**config.mk**
```make
export PLATFORM = sky130hd
export DESIGN_NAME = mdio_master
export DESIGN_NICKNAME = d
export VERILOG_FILES = /design/src/rtl/mdio_master.sv
export SDC_FILE = /design/constraint.sdc
export NUM_CORES = 1
export LEC_CHECK = 0
export BUFFER_PORTS_ARGS = -buffer_cell sky130_fd_sc_hd__buf_2
export CORE_UTILIZATION = 45
export DETAILED_ROUTE_END_ITERATION = 8
export HOLD_SLACK_MARGIN = 0.06
export PLACE_DENSITY = 0.65
export SLEW_MARGIN = 20
export SYNTH_ARGS = -nofsm -noshare
export SYNTH_HDL_FRONTEND = slang
export SYNTH_SLANG_ARGS = --single-unit
export TNS_END_PERCENT = 1
```
**constraint.sdc**
```tcl
create_clock -name clk -period 7.16 [get_ports clk]
set_clock_uncertainty 0.15 [all_clocks]
set_input_delay 0.358 -clock clk [delete_from_list [all_inputs] [get_ports clk]]
set_output_delay 0.358 -clock clk [all_outputs]
set_load 0.05 [all_outputs]
```
**src/rtl/mdio_master.sv**
```systemverilog
module mdio_master #(
  parameter int DIV_W = 8,
  parameter int PA_W  = 5,
  parameter int RA_W  = 5,
  parameter int D_W   = 16,
  parameter int PRE_N = 32
) (
  input  logic             clk,
  input  logic             rst_n,
  input  logic [DIV_W-1:0] div_i,
  input  logic             no_preamble_i,
  input  logic [PA_W-1:0]  dev_addr_i,
  input  logic [RA_W-1:0]  reg_addr_i,
  input  logic [D_W-1:0]   wdata_i,
  input  logic             rd_req_i,
  input  logic             wr_req_i,
  output logic             busy_o,
  output logic [D_W-1:0]   rdata_o,
  output logic             mdc_o,
  output logic             mdio_o,
  output logic             mdio_oe_o,
  input  logic             mdio_i
);
  localparam int FR_W  = 6 + PA_W + RA_W + D_W;
  localparam int SH_W  = PRE_N + FR_W;
  localparam int CNT_W = $clog2(SH_W + 1);
  localparam int H_W   = DIV_W - 1;
  localparam int TAIL  = D_W + 2;

  logic [H_W-1:0]   half, hcnt;
  logic [SH_W-1:0]  sh;
  logic [CNT_W-1:0] left;
  logic [D_W-1:0]   cap;
  logic             is_rd;

  wire tick   = busy_o && (hcnt == half - H_W'(1));
  wire rise   = tick && !mdc_o;
  wire fall   = tick && mdc_o;
  wire go     = !busy_o && (rd_req_i || wr_req_i);
  wire go_rd  = rd_req_i;
  wire [H_W-1:0] new_half = (div_i < DIV_W'(4)) ? H_W'(1) : div_i[DIV_W-1:1];
  wire [FR_W-1:0] frame = {2'b01, go_rd ? 2'b10 : 2'b01, dev_addr_i, reg_addr_i,
                           go_rd ? 2'b00 : 2'b10, go_rd ? {D_W{1'b0}} : wdata_i};

  assign mdio_o    = sh[SH_W-1];
  assign mdio_oe_o = busy_o && !(is_rd && left <= CNT_W'(TAIL));

  always_ff @(posedge clk or negedge rst_n) begin
    if (!rst_n) begin
      busy_o  <= 1'b0;
      mdc_o   <= 1'b0;
      half    <= H_W'(1);
      hcnt    <= '0;
      sh      <= '0;
      left    <= '0;
      is_rd   <= 1'b0;
      cap     <= '0;
      rdata_o <= '0;
    end else if (go) begin
      busy_o <= 1'b1;
      mdc_o  <= 1'b0;
      hcnt   <= '0;
      half   <= new_half;
      is_rd  <= go_rd;
      sh     <= no_preamble_i ? {frame, {PRE_N{1'b0}}} : {{PRE_N{1'b1}}, frame};
      left   <= no_preamble_i ? CNT_W'(FR_W) : CNT_W'(SH_W);
    end else if (busy_o) begin
      if (tick) begin
        hcnt  <= '0;
        mdc_o <= ~mdc_o;
      end else begin
        hcnt <= hcnt + H_W'(1);
      end
      if (rise && is_rd && left <= CNT_W'(D_W))
        cap <= {cap[D_W-2:0], mdio_i};
      if (fall) begin
        if (left == CNT_W'(1)) begin
          busy_o <= 1'b0;
          if (is_rd) rdata_o <= cap;
        end
        sh   <= sh << 1;
        left <= left - CNT_W'(1);
      end
    end
  end

  a_r6_idle_quiet: assert property (@(posedge clk) disable iff (!rst_n)
    !busy_o |-> (!mdc_o && !mdio_oe_o));

  a_r6_end_low: assert property (@(posedge clk) disable iff (!rst_n)
    $fell(busy_o) |-> $fell(mdc_o));

  a_r7_change_on_fall: assert property (@(posedge clk) disable iff (!rst_n)
    (busy_o && $past(busy_o) && !$stable(mdio_o)) |-> $fell(mdc_o));

  a_r8_rdata_hold: assert property (@(posedge clk) disable iff (!rst_n)
    !$stable(rdata_o) |-> $fell(busy_o));

  a_r1_half_min: assert property (@(posedge clk) disable iff (!rst_n)
    $rose(busy_o) |-> (half != '0));
endmodule

```
Yosys cells after proc, flatten, opt, wreduce, memory -nomap -nowiden. Index checks and enable logic that the tools add are counted.

$lt $le $gt $ge: 3. Add/sub/neg operators: 3. Eq/ne operators: 2. Bitwise logic cells: 2. Multiplexer cells: 22. Reductions and logical operators: 19.

Operator list (count): $mux 64 (4); $mux 7 (8); $mux 16 (1); $le 7x5->1 const B (2); $sub 7x1->7 const B (2); $logic_and 1x1->1 (8); $lt 8x3->1 const B (1); $add 7x1->7 const B (1); $eq 7x1->1 const B (1); $eq 7x7->1 (1); $mux 1 (7); $reduce_bool 2->1 (3); $reduce_and 5->1 (1); $mux 2 (2); $reduce_and 2->1 (2); $logic_not 1->1 (3); $reduce_and 3->1 (1); $not 1->1 (2); $logic_or 1x1->1 (1).

Flip-flop bits (word level): 120. Word-level logic and storage cells: 60. Output and inout port bits: 20. Bits of input ports: 40.

Depth between registers and ports, before layout. Gate-level depths: netlist (run 1).

Depth after elaboration: 7. Mapped depth: 11. Mapped depth without buffers: 7.

Worst setup path after synthesis (run 1). No wires, ideal clock.

Path kind: reg-to-reg. From: reg half[0]. To: reg cap[0]. Period minus slack after synthesis: 2.979 ns. Setup slack: 4.181 ns. Arrival time: 2.704 ns. Required time: 6.885 ns. Setup time: 0.125 ns. Stages on the path, launching flop included: 11. Path buffers: 3. Cells stage by stage: dfstp_2 > buf_2 > inv_1 > ha_1 > or3_1 > a31oi_1 > o311ai_4 > a2111o_1 > buf_6 > buf_8 > mux2_4.

Cells in the longest elaborated chain, start to end: 7.

Ends and longest elaborated chain: from (decl) (RTL line 30) `logic [H_W-1:0] half, hcnt;`; from (signal assigned) (RTL line 63) `half <= new_half;`; $sub 7x1->7 (RTL line 36) `wire tick = busy_o && (hcnt == half - H_W'(1));`; $eq 7x7->1 (RTL line 36); $logic_and 1x1->1 (RTL line 36); $logic_and 1x1->1 (RTL line 37) `wire rise = tick && !mdc_o;`; $logic_and 1x1->1 (2 in series) (RTL line 74) `if (rise && is_rd && left <= CNT_W'(D_W))`; $reduce_and 3->1 (no line); to (signal assigned) (RTL line 75) `cap <= {cap[D_W-2:0], mdio_i};`; to (decl) (RTL line 33) `logic [D_W-1:0] cap;`.

No other way between the ends. A chain may end at the register's enable or synchronous reset.

Worst setup path in the final report (run 1).
From: reg half[0]. To: reg sh[18].

Cells in the longest elaborated chain, start to end: 6.

Ends and longest elaborated chain: $sub 7x1->7 (RTL line 36); $eq 7x7->1 (RTL line 36); $logic_and 1x1->1 (RTL line 36); $logic_and 1x1->1 (RTL line 38) `wire fall = tick && mdc_o;`; $reduce_bool 2->1 (no line); $reduce_and 2->1 (no line); to (signal assigned) (RTL line 65) `sh <= no_preamble_i ? {frame, {PRE_N{1'b0}}} : {{PRE_N{1'b1}}, frame};`; to (signal assigned) (RTL line 81) `sh <= sh << 1;`; to (decl) (RTL line 31) `logic [SH_W-1:0] sh;`.

No other way between the ends.

==> impl_metrics.toml, run 1 <==
[run_status]
status = "finished, final reports clean"

[setup_path]
crit_fanout = 58
required_ps = 7310
r2r_end = "sh[18]$_DFFE_PN0P_"
cp.arrival_ps = 3840
cp-end-kind = "register"
start_kind = "register"
path_class = "reg -> reg"
worstRegToRegCells = 8
r2r_setup_slack_ps = 3460
r2r_start = "half[0]$_DFFE_PN1P_"

[grt]
grt_pass1_wl_mm = 24.8
gr-usage-all-layers = 0.224
overflow = 0
grt_antenna_before_repair = 0
grt_max_degree = 87
grt_pass1_vias = 4967

[finish]
final_nets = 746
diodes = 0
multiInputGateArea_um2 = 2840
fillCellCount = 1181
area_growth_pct = 22.0
layout-drive-gt1-share = 0.199
seq_area_um2 = 3000
utilization = 0.563

[sta]
final.min_clock_period_ps = 3700
rsz0062_at_grt = "false"
slew_violations = 0
finalSetupViolCount = 0
setup_tns_ps = 0
timing.final.crit_share = 0.516
slew_headroom = 0.409
finalHoldViolations = 0
worst_slew_pin_slew_ps = 883
fmax_ghz = 0.270

[worst_hold_path]
hold_start = "wdata_i[15]"
whs_endpoint = "sh[15]$_DFFE_PN0P_"
hold_depth = 2
hold_path.class = "in -> reg"

[power]
power_mw = 2.50
leakage_nw = 3.37
ir_drop_v = 0.000162
power.density_nw_per_um2 = 334

[floorplanning]
rows = 42
start_util = 0.462
fp.coreArea_um2 = 13300
dieArea_um2 = 14100
dieHeight_um = 119
io_pins = 60
die_w_um = 119

[placement]
hpwl_mm = 8.63
gp_congestion = 0.804
portBuffers = 58

[route]
wl_per_cell_um = 16.7
vias_per_cell = 5.76
post-route-drc-count = 0
vias = 5115
drt_iter0_drc = 451
drt-total-wl_mm = 14.8
dr.pass1.iters = 5
postRouteAntennaNets = 0

[clock_tree]
cts_tree = "yes"
ctsHtreeMaxLevel = 4
cts-root-buf = "clkbuf_16"
clkTransAtPathRegs_ps = 50
cts_buffers = 17
clk_latency_ps = 420
clock_sinks = 120
clock_path_buffers = 2

[logic_synthesis]
synth_common_cells = "dfrtp_1 (119), o21ai_0 (59), nand2_1 (52)"
ys_top_cells_by_area = "dfrtp_1 (49%), o21ai_0 (4.8%), nand3_1 (4.1%)"
yosysSeqAreaShare = 0.490
netlist.area_leader.share = 0.485
syn-instance-count = 638
avgSynthCellArea_um2 = 9.62
synth_top_flop_cell = "dfrtp_1"
ys_warn_count = 0
syn_area_um2 = 6140
yosys.area.top_type = "dfrtp_1"
synthMostInstantiatedCell = "dfrtp_1"
ys_async_sr_fraction = 1.00
syn-num-nets = 683
ys_ff_latch = 120
ys_types = 56
synth_edf_count = 0

[flow_run]
cap_violations = 0
## cell usage in the layout (no fill, tap or decap), types with 4 or more instances in the layout
cell | netlist | final
nor2_1 | 37 | 36
inv_1 | 24 | 24
clkbuf_16 | 0 | 17
buf_4 | 1 | 10
a21boi_0 | 9 | 9
or4_1 | 4 | 4
nor3_1 | 26 | 25
or3_1 | 4 | 4
and2_1 | 24 | 24
dfrtp_1 | 119 | 119
o21ai_0 | 59 | 59
mux2_4 | 10 | 10
nor3b_1 | 12 | 12
a221o_1 | 12 | 12
dlygate4sd3_1 | 0 | 31
a31oi_1 | 25 | 25
mux2_2 | 22 | 22
xnor2_1 | 8 | 8
nand2_1 | 52 | 52
buf_2 | 9 | 57
ha_1 | 5 | 5
nand4_1 | 5 | 5
a211oi_1 | 11 | 11
bufinv_16 | 0 | 6
a21oi_1 | 12 | 12
nand2b_1 | 11 | 11
nand3_1 | 50 | 50
## area by class of cell
class | count | area share
well taps | 176 | 0.0294
repair buffers | 98 | 0.0895
inverters | 24 | 0.0120
clock buffers | 22 | 0.0633
clock inverters | 8 | 0.0257
flip-flops and latches | 120 | 0.401
multi-input cells | 440 | 0.379
## registers in the layout (all words and copies together) (netlist names), 7 cells and up
signal,cells
hcnt,7
left,7
rdata_o,16
cap,16
sh,64
half,7
## repair_timing
action / 4_1_cts / 5_1_grt
hold endpoints to repair: 94 / 0
setup buffers: 0 / 0
hold buffers: 31 / 0
gates resized for setup: 0 / 0
## where the power goes
group / total, mW / switching [mW] / internal, mW
sequential: 0.938 / 0.102 / 0.835
clock: 0.970 / 0.294 / 0.676
combinational: 0.591 / 0.362 / 0.229
total: 2.50 / 0.759 / 1.74
## kinds of logic after synthesis
logic type | share of synthesized area
compound gates | 0.161
buf+inv | 0.0532
flops | 0.490
mux | 0.0681
xor+xnor | 0.0128
fa+ha+maj | 0.0102
simple gates | 0.206
## critical path: stages (launching register included)
cell and delay (ps):
dfstp_2 600, inv_1 70, ha_1 270, o21ba_2 230, nor4_1 610, or3_1 200, buf_4 510, nand2_1 460
a221o_1 450
## metrics by stage
stage | hold WS, ps | worst slack (ps) | cells | area [µm²]
global route | 65.9 | 3280 | 888 | 7490
detailed placement | 341 | 3480 | 827 | 6510
CTS | 61.4 | 3460 | 888 | 7480
global placement | 333 | 3580 | 827 | 6510
finish | 65.4 | 3460 | 888 | 7490
floorplan | -87.6 | 4180 | 638 | 6140
## metal layers
layer	up-vias	share of wire	track usage
met1	2543	0.45	0.293
met4	0	0.013	0.0767
li1	2411	-	-
met5	-	0	0
met2	140	0.49	0.361
met3	21	0.051	0.0545
## how the worst max path moves through the flow
stage | from | endpoint | slack, ps | depth (start not counted)
4_1_cts | half[0]$_DFFE_PN1P_ | sh[18]$_DFFE_PN0P_ | 3460 | 8
3_3_place_gp | half[0]$_DFFE_PN1P_ | sh[1]$_DFFE_PN0P_ | 3580 | 8
5_1_grt | half[0]$_DFFE_PN1P_ | sh[1]$_DFFE_PN0P_ | 3280 | 8
2_1_floorplan | half[0]$_DFFE_PN1P_ | cap[0]$_DFFE_PN0P_ | 4180 | 10
3_5_place_dp | half[0]$_DFFE_PN1P_ | sh[18]$_DFFE_PN0P_ | 3480 | 8
6_report | half[0]$_DFFE_PN1P_ | sh[18]$_DFFE_PN0P_ | 3460 | 8
(Power assumes the default switching activity.)
==> run 2: changes to the inputs <==
==> constraint.sdc (replaced) <==
create_clock -name clk -period 3.7 [get_ports clk]
set_clock_uncertainty 0.15 [all_clocks]
set_input_delay 0.185 -clock clk [delete_from_list [all_inputs] [get_ports clk]]
set_output_delay 0.185 -clock clk [all_outputs]
set_load 0.05 [all_outputs]
==> run 2 against run 1 <==
  * Via count about the same
  * Sequential cell count stayed put
  * First-iteration DRC count is 7.5% lower
  * Utilization up 0.52 points
  * Non-clock buffer count increased by 13
==> impl_metrics.toml, run 2 (synthesis results as in run 1) <==
[grt]
overflow = 0
met2_usage = 0.352
gr-usage-met3 = 0.0541
grt_pass1_wl_mm = 25.6
grt_pass1_vias = 5155
grt_antenna_before_repair = 0
top_usage_layer = "met2"
met1_usage = 0.316
grt_max_degree = 66
gr-usage-all-layers = 0.230

[floorplanning]
fp.coreArea_um2 = 13300
die_w_um = 119
dieArea_um2 = 14100
dieHeight_um = 119
start_util = 0.462
io_pins = 60
rows = 42

[setup_path]
cp-end-kind = "register"
start_kind = "register"
required_ps = 3850
path_class = "reg -> reg"
crit_fanout = 16
cp.arrival_ps = 3530

[worst_hold_path]
hold_path.class = "in -> reg"

[finish]
layout-drive-gt1-share = 0.209
regMostFlops = "sh"
fillCellCount = 1138
reg_top3 = "sh (64), cap (16), rdata_o (16)"
largest_reg_flops = 64
final_common_cell = "dfrtp_1"
utilization = 0.569
final_nets = 759
area_growth_pct = 23.2
layout_common_cells = "dfrtp_1 (119), o21ai_0 (59), buf_2 (57)"
diodes = 0
fin_area_um2 = 7560
multiInputGateArea_um2 = 2830
seq_area_um2 = 3000

[flow_run]
cap_violations = 0

[sta]
finalHoldViolations = 0
rsz0062_at_grt = "false"
final.min_clock_period_ps = 3380
slew_headroom = 0.433
timing.final.crit_share = 0.913
timing.hold.ws_ps = 197
fmax_ghz = 0.296
slew_violations = 0
finalSetupViolCount = 0
worst_slew_pin_slew_ps = 851
setup_tns_ps = 0

[placement]
postPlaceCellArea_um2 = 6580
portBuffers = 58
gp_congestion = 0.783
hpwl_mm = 9.00

[power]
p_int_mw = 3.19
switchingPower_mw = 1.51
power.density_nw_per_um2 = 622
comb_power_share = 0.245
ir_drop_v = 0.000324
clkPwrFrac = 0.368
power_frac_seq = 0.387
swShare = 0.321
leakage_nw = 3.41

[clock_tree]
cts_buffers = 17
ctsHtreeMaxLevel = 4
clock_path_buffers = 2
cts_resized = 0
cts-root-buf = "clkbuf_16"
clkTransAtPathRegs_ps = 60
clock_sinks = 120
cts_tree = "yes"
clk_latency_ps = 420

[run_status]
status = "finished, final reports clean"

[route]
post-route-drc-count = 0
dr.pass1.iters = 4
postRouteAntennaNets = 0
vias = 5117
wl_per_cell_um = 16.4
drt-total-wl_mm = 14.8
drt_iter0_drc = 417
vias_per_cell = 5.67
-- run 2: power groups by stage --
| stage | logic, mW | registers, mW | clock network [mW] |
|---|---|---|---|
| final | 1.15 | 1.82 | 1.73 |
| after global routing | 1.29 | 1.86 | 1.82 |
| after CTS | 1.15 | 1.81 | 1.75 |
| after detailed placement | 1.11 | 1.83 | 0 |
| after global placement | 1.07 | 1.82 | 0 |
| after floorplan | 0.845 | 1.79 | 0 |
-- run 2: path summary, 6_finish.rpt --
path | startpoint | endpoint | slack, ps | cells after the start
hold / removal | rd_req_i | is_rd$_DFFE_PN0P_ | 200 | 2
setup reg to reg | half[0]$_DFFE_PN1P_ | cap[3]$_DFFE_PN0P_ | 320 | 7
min in group asynchronous | rst_n | sh[58]$_DFFE_PN0P_ | 280 | 2
max in group asynchronous | rst_n | hcnt[2]$_DFFE_PN0P_ | 2330 | 3
hold reg to reg | rdata_o[14]$_DFFE_PN0P_ | rdata_o[14]$_DFFE_PN0P_ | 350 | 1
setup / recovery | half[0]$_DFFE_PN1P_ | cap[3]$_DFFE_PN0P_ | 320 | 7
-- run 2: critical path, cell delays in order (launching register included) --
cell and delay (ps):
dfstp_2 600, inv_1 70, ha_1 260, or3_1 390
a31oi_1 410, o311ai_4 260, a2111o_1 680, mux2_4 420
-- run 2: per-stage QoR --
stage	std cells	power [mW]	setup slack, ps
6_report	903	4.70	323
5_1_grt	903	4.96	128
3_3_place_gp	835	2.89	450
4_1_cts	903	4.72	332
3_5_place_dp	835	2.94	346
2_1_floorplan	638	2.63	721
-- run 2: final cells by class --
cell class | instances | share of cell area
Sequential cell | 120 | 0.397
Timing Repair Buffer | 111 | 0.105
Tap cell | 176 | 0.0291
Clock buffer | 22 | 0.0627
Inverter | 24 | 0.0119
Multi-Input combinational cell | 440 | 0.375
Clock inverter | 10 | 0.0190
-- run 2: routing by layer --
| metal | part of all wire | routed length, µm | vias up |
|---|---|---|---|
| met5 | 0 | 0 | - |
| met4 | 0.014 | 212 | 0 |
| met3 | 0.042 | 625 | 21 |
| met2 | 0.47 | 7010 | 136 |
| met1 | 0.47 | 7000 | 2531 |
| li1 | - | - | 2429 |
-- run 2: what timing repair did --
action,4_1_cts,5_1_grt
setup buffers,0,0
hold buffers,36,0
hold endpoints to repair,124,0
==> run 3: changes to the inputs <==
--- a/config.mk
+++ b/config.mk
@@ -8,8 +8,10 @@
 export BUFFER_PORTS_ARGS = -buffer_cell sky130_fd_sc_hd__buf_2
 export CORE_UTILIZATION = 45
 export DETAILED_ROUTE_END_ITERATION = 8
+export GPL_TIMING_DRIVEN = 0
 export HOLD_SLACK_MARGIN = 0.06
 export PLACE_DENSITY = 0.65
+export REMOVE_ABC_BUFFERS = 1
 export SLEW_MARGIN = 20
 export SYNTH_ARGS = -nofsm -noshare
 export SYNTH_HDL_FRONTEND = slang
==> constraint.sdc (replaced) <==
create_clock -name clk -period 3.7 [get_ports clk]
set_clock_uncertainty 0.15 [all_clocks]
set_input_delay 0 -clock clk [delete_from_list [all_inputs] [get_ports clk]]
set_output_delay 0 -clock clk [all_outputs]
set_load 0.05 [all_outputs]
==> run 3 against run 2 <==
  * Register-to-register slack got worse by 180 ps
  * Combinational power increased by 7%
  * Via count increased by 0.55%
  * Sequential power about the same
  * Cell area increased by 3.6%
  * Critical path depth increased by 1
  * Sequential share of layout area decreased by 1.4 points
  * Setup slack got worse by 180 ps
  * Non-clock buffer count increased by 11
  * Fmax decreased by 5.1%
  * Routed wire length increased by 1.1%
  * Clock power about the same
  * Critical endpoint unchanged
==> impl_metrics.toml, run 3 (synthesis results as in run 1) <==
[finish]
largest_reg_flops = 64
layout_common_cells = "dfrtp_1 (119), o21ai_0 (59), buf_2 (59)"
regMostFlops = "sh"
fin_cells = 914
final_common_cell = "dfrtp_1"
layout-drive-gt1-share = 0.213
multiInputGateArea_um2 = 2860
final_nets = 770
seq_area_um2 = 3000
fillCellCount = 1126
utilization = 0.589
area_growth_pct = 27.6
reg_top3 = "sh (64), cap (16), rdata_o (16)"
diodes = 0

[grt]
grt_pass1_vias = 5099
overflow = 0
gr-usage-met3 = 0.0487
gr-usage-all-layers = 0.228
grt_antenna_before_repair = 0
met2_usage = 0.375
top_usage_layer = "met2"
met1_usage = 0.299
grt_max_degree = 82
grt_pass1_wl_mm = 25.6

[worst_hold_path]
hold_path.class = "in -> reg"
hold_start = "no_preamble_i"
whs_endpoint = "sh[33]$_DFFE_PN0P_"
hold_depth = 4

[clock_tree]
cts-root-buf = "clkbuf_16"
clkTransAtPathRegs_ps = 50
clock_sinks = 120
cts_tree = "yes"
cts_buffers = 17
clock_path_buffers = 2
postCtsSetupBuffers = 0
ctsHtreeMaxLevel = 4
clk_latency_ps = 410

[route]
drt_iter0_drc = 360
postRouteAntennaNets = 0
drt-total-wl_mm = 15.0
vias_per_cell = 5.63
dr.pass1.iters = 5
vias = 5145
post-route-drc-count = 0
wl_per_cell_um = 16.4

[sta]
worst_slew_pin_slew_ps = 905
fmax_ghz = 0.281
slew_headroom = 0.395
final.min_clock_period_ps = 3560
timing.final.crit_share = 0.962
finalHoldViolations = 0
finalSetupViolCount = 0
slew_violations = 0
setup_tns_ps = 0
rsz0062_at_grt = "false"

[floorplanning]
start_util = 0.462
io_pins = 60
rows = 42
die_w_um = 119
fp.coreArea_um2 = 13300
dieHeight_um = 119
dieArea_um2 = 14100

[power]
power.density_nw_per_um2 = 606
leakage_nw = 3.49
ir_drop_v = 0.000343
power_mw = 4.75

[placement]
dp_cells = 831
gp_congestion = 0.762
hpwl_mm = 8.97
portBuffers = 58

[flow_run]
cap_violations = 0

[setup_path]
required_ps = 3850
worstRegToRegCells = 8
r2r_setup_slack_ps = 140
slowest_stage = "dfstp_2"
cp.arrival_ps = 3710
r2r_end = "cap[3]$_DFFE_PN0P_"
cp-end-kind = "register"
path_class = "reg -> reg"
max_stage_delay_ps = 610
crit_fanout = 20
start_kind = "register"
r2r_start = "half[0]$_DFFE_PN1P_"
cp_cell_sequence = "inv_1 > ha_1 > or3_1 > a31oi_2 > o311ai_4 > buf_8 > a2111o_2 > mux2_4"

[run_status]
status = "finished, final reports clean"
run 3: metal layers:
metal,wire length [µm],part of all wire
met3,666,0.044
met5,0,0
met2,7330,0.49
met1,6830,0.46
met4,176,0.012
run 3: worst max-delay path by stage:
stage | start | to | slack, ps | depth (start not counted)
after detailed placement | half[0]$_DFFE_PN1P_ | cap[3]$_DFFE_PN0P_ | -70 | 8
after global placement | rd_req_i | sh[18]$_DFFE_PN0P_ | -3420 | 4
after floorplan | busy_o$_DFF_PN0_ | sh[18]$_DFFE_PN0P_ | -870 | 4
after global routing | half[0]$_DFFE_PN1P_ | cap[14]$_DFFE_PN0P_ | 20 | 8
final | half[0]$_DFFE_PN1P_ | cap[3]$_DFFE_PN0P_ | 140 | 8
after CTS | half[0]$_DFFE_PN1P_ | sh[18]$_DFFE_PN0P_ | -40 | 8
run 3: power breakdown:
group / switching (mW) / total, mW / internal [mW] / leakage, nW
Combinational: 0.729 / 1.23 / 0.499 / 1.69
Clock: 0.588 / 1.70 / 1.11 / 0.295
Sequential: 0.203 / 1.82 / 1.62 / 1.50
Total: 1.52 / 4.75 / 3.23 / 3.49
run 3: final cells by class:
| class | count | share of cell area |
|---|---|---|
| Clock inverter | 11 | 0.0185 |
| Clock buffer | 21 | 0.0601 |
| Multi-Input combinational cell | 440 | 0.366 |
| Inverter | 24 | 0.0115 |
| Sequential cell | 120 | 0.384 |
| Timing Repair Buffer | 122 | 0.132 |
| Tap cell | 176 | 0.0281 |
run 3: critical path, delay by kind of cell, from the launching register on:
kind | cells | cell delay (ps)
compound gates | 3 | 1290
fa+ha+maj | 1 | 270
buf+inv | 2 | 350
flops | 1 | 610
mux | 1 | 370
simple gates | 1 | 400
run 3: timing repair:
item	in CTS	in global routing
resized for setup	1	4
hold endpoints to repair	190	0
hold buffers	51	0
endpoints found under the setup margin	18	59
pin swaps	0	1
run 3: stage by stage:
step	setup WS (ps)	hold slack, ps	instance area [µm²]
after floorplan	-870	-446	5900
after global placement	-3420	58.4	6410
after detailed placement	-70.0	-206	6670
after CTS	-35.7	64.6	7810
after global routing	21.0	107	7830
final	141	81.5	7830
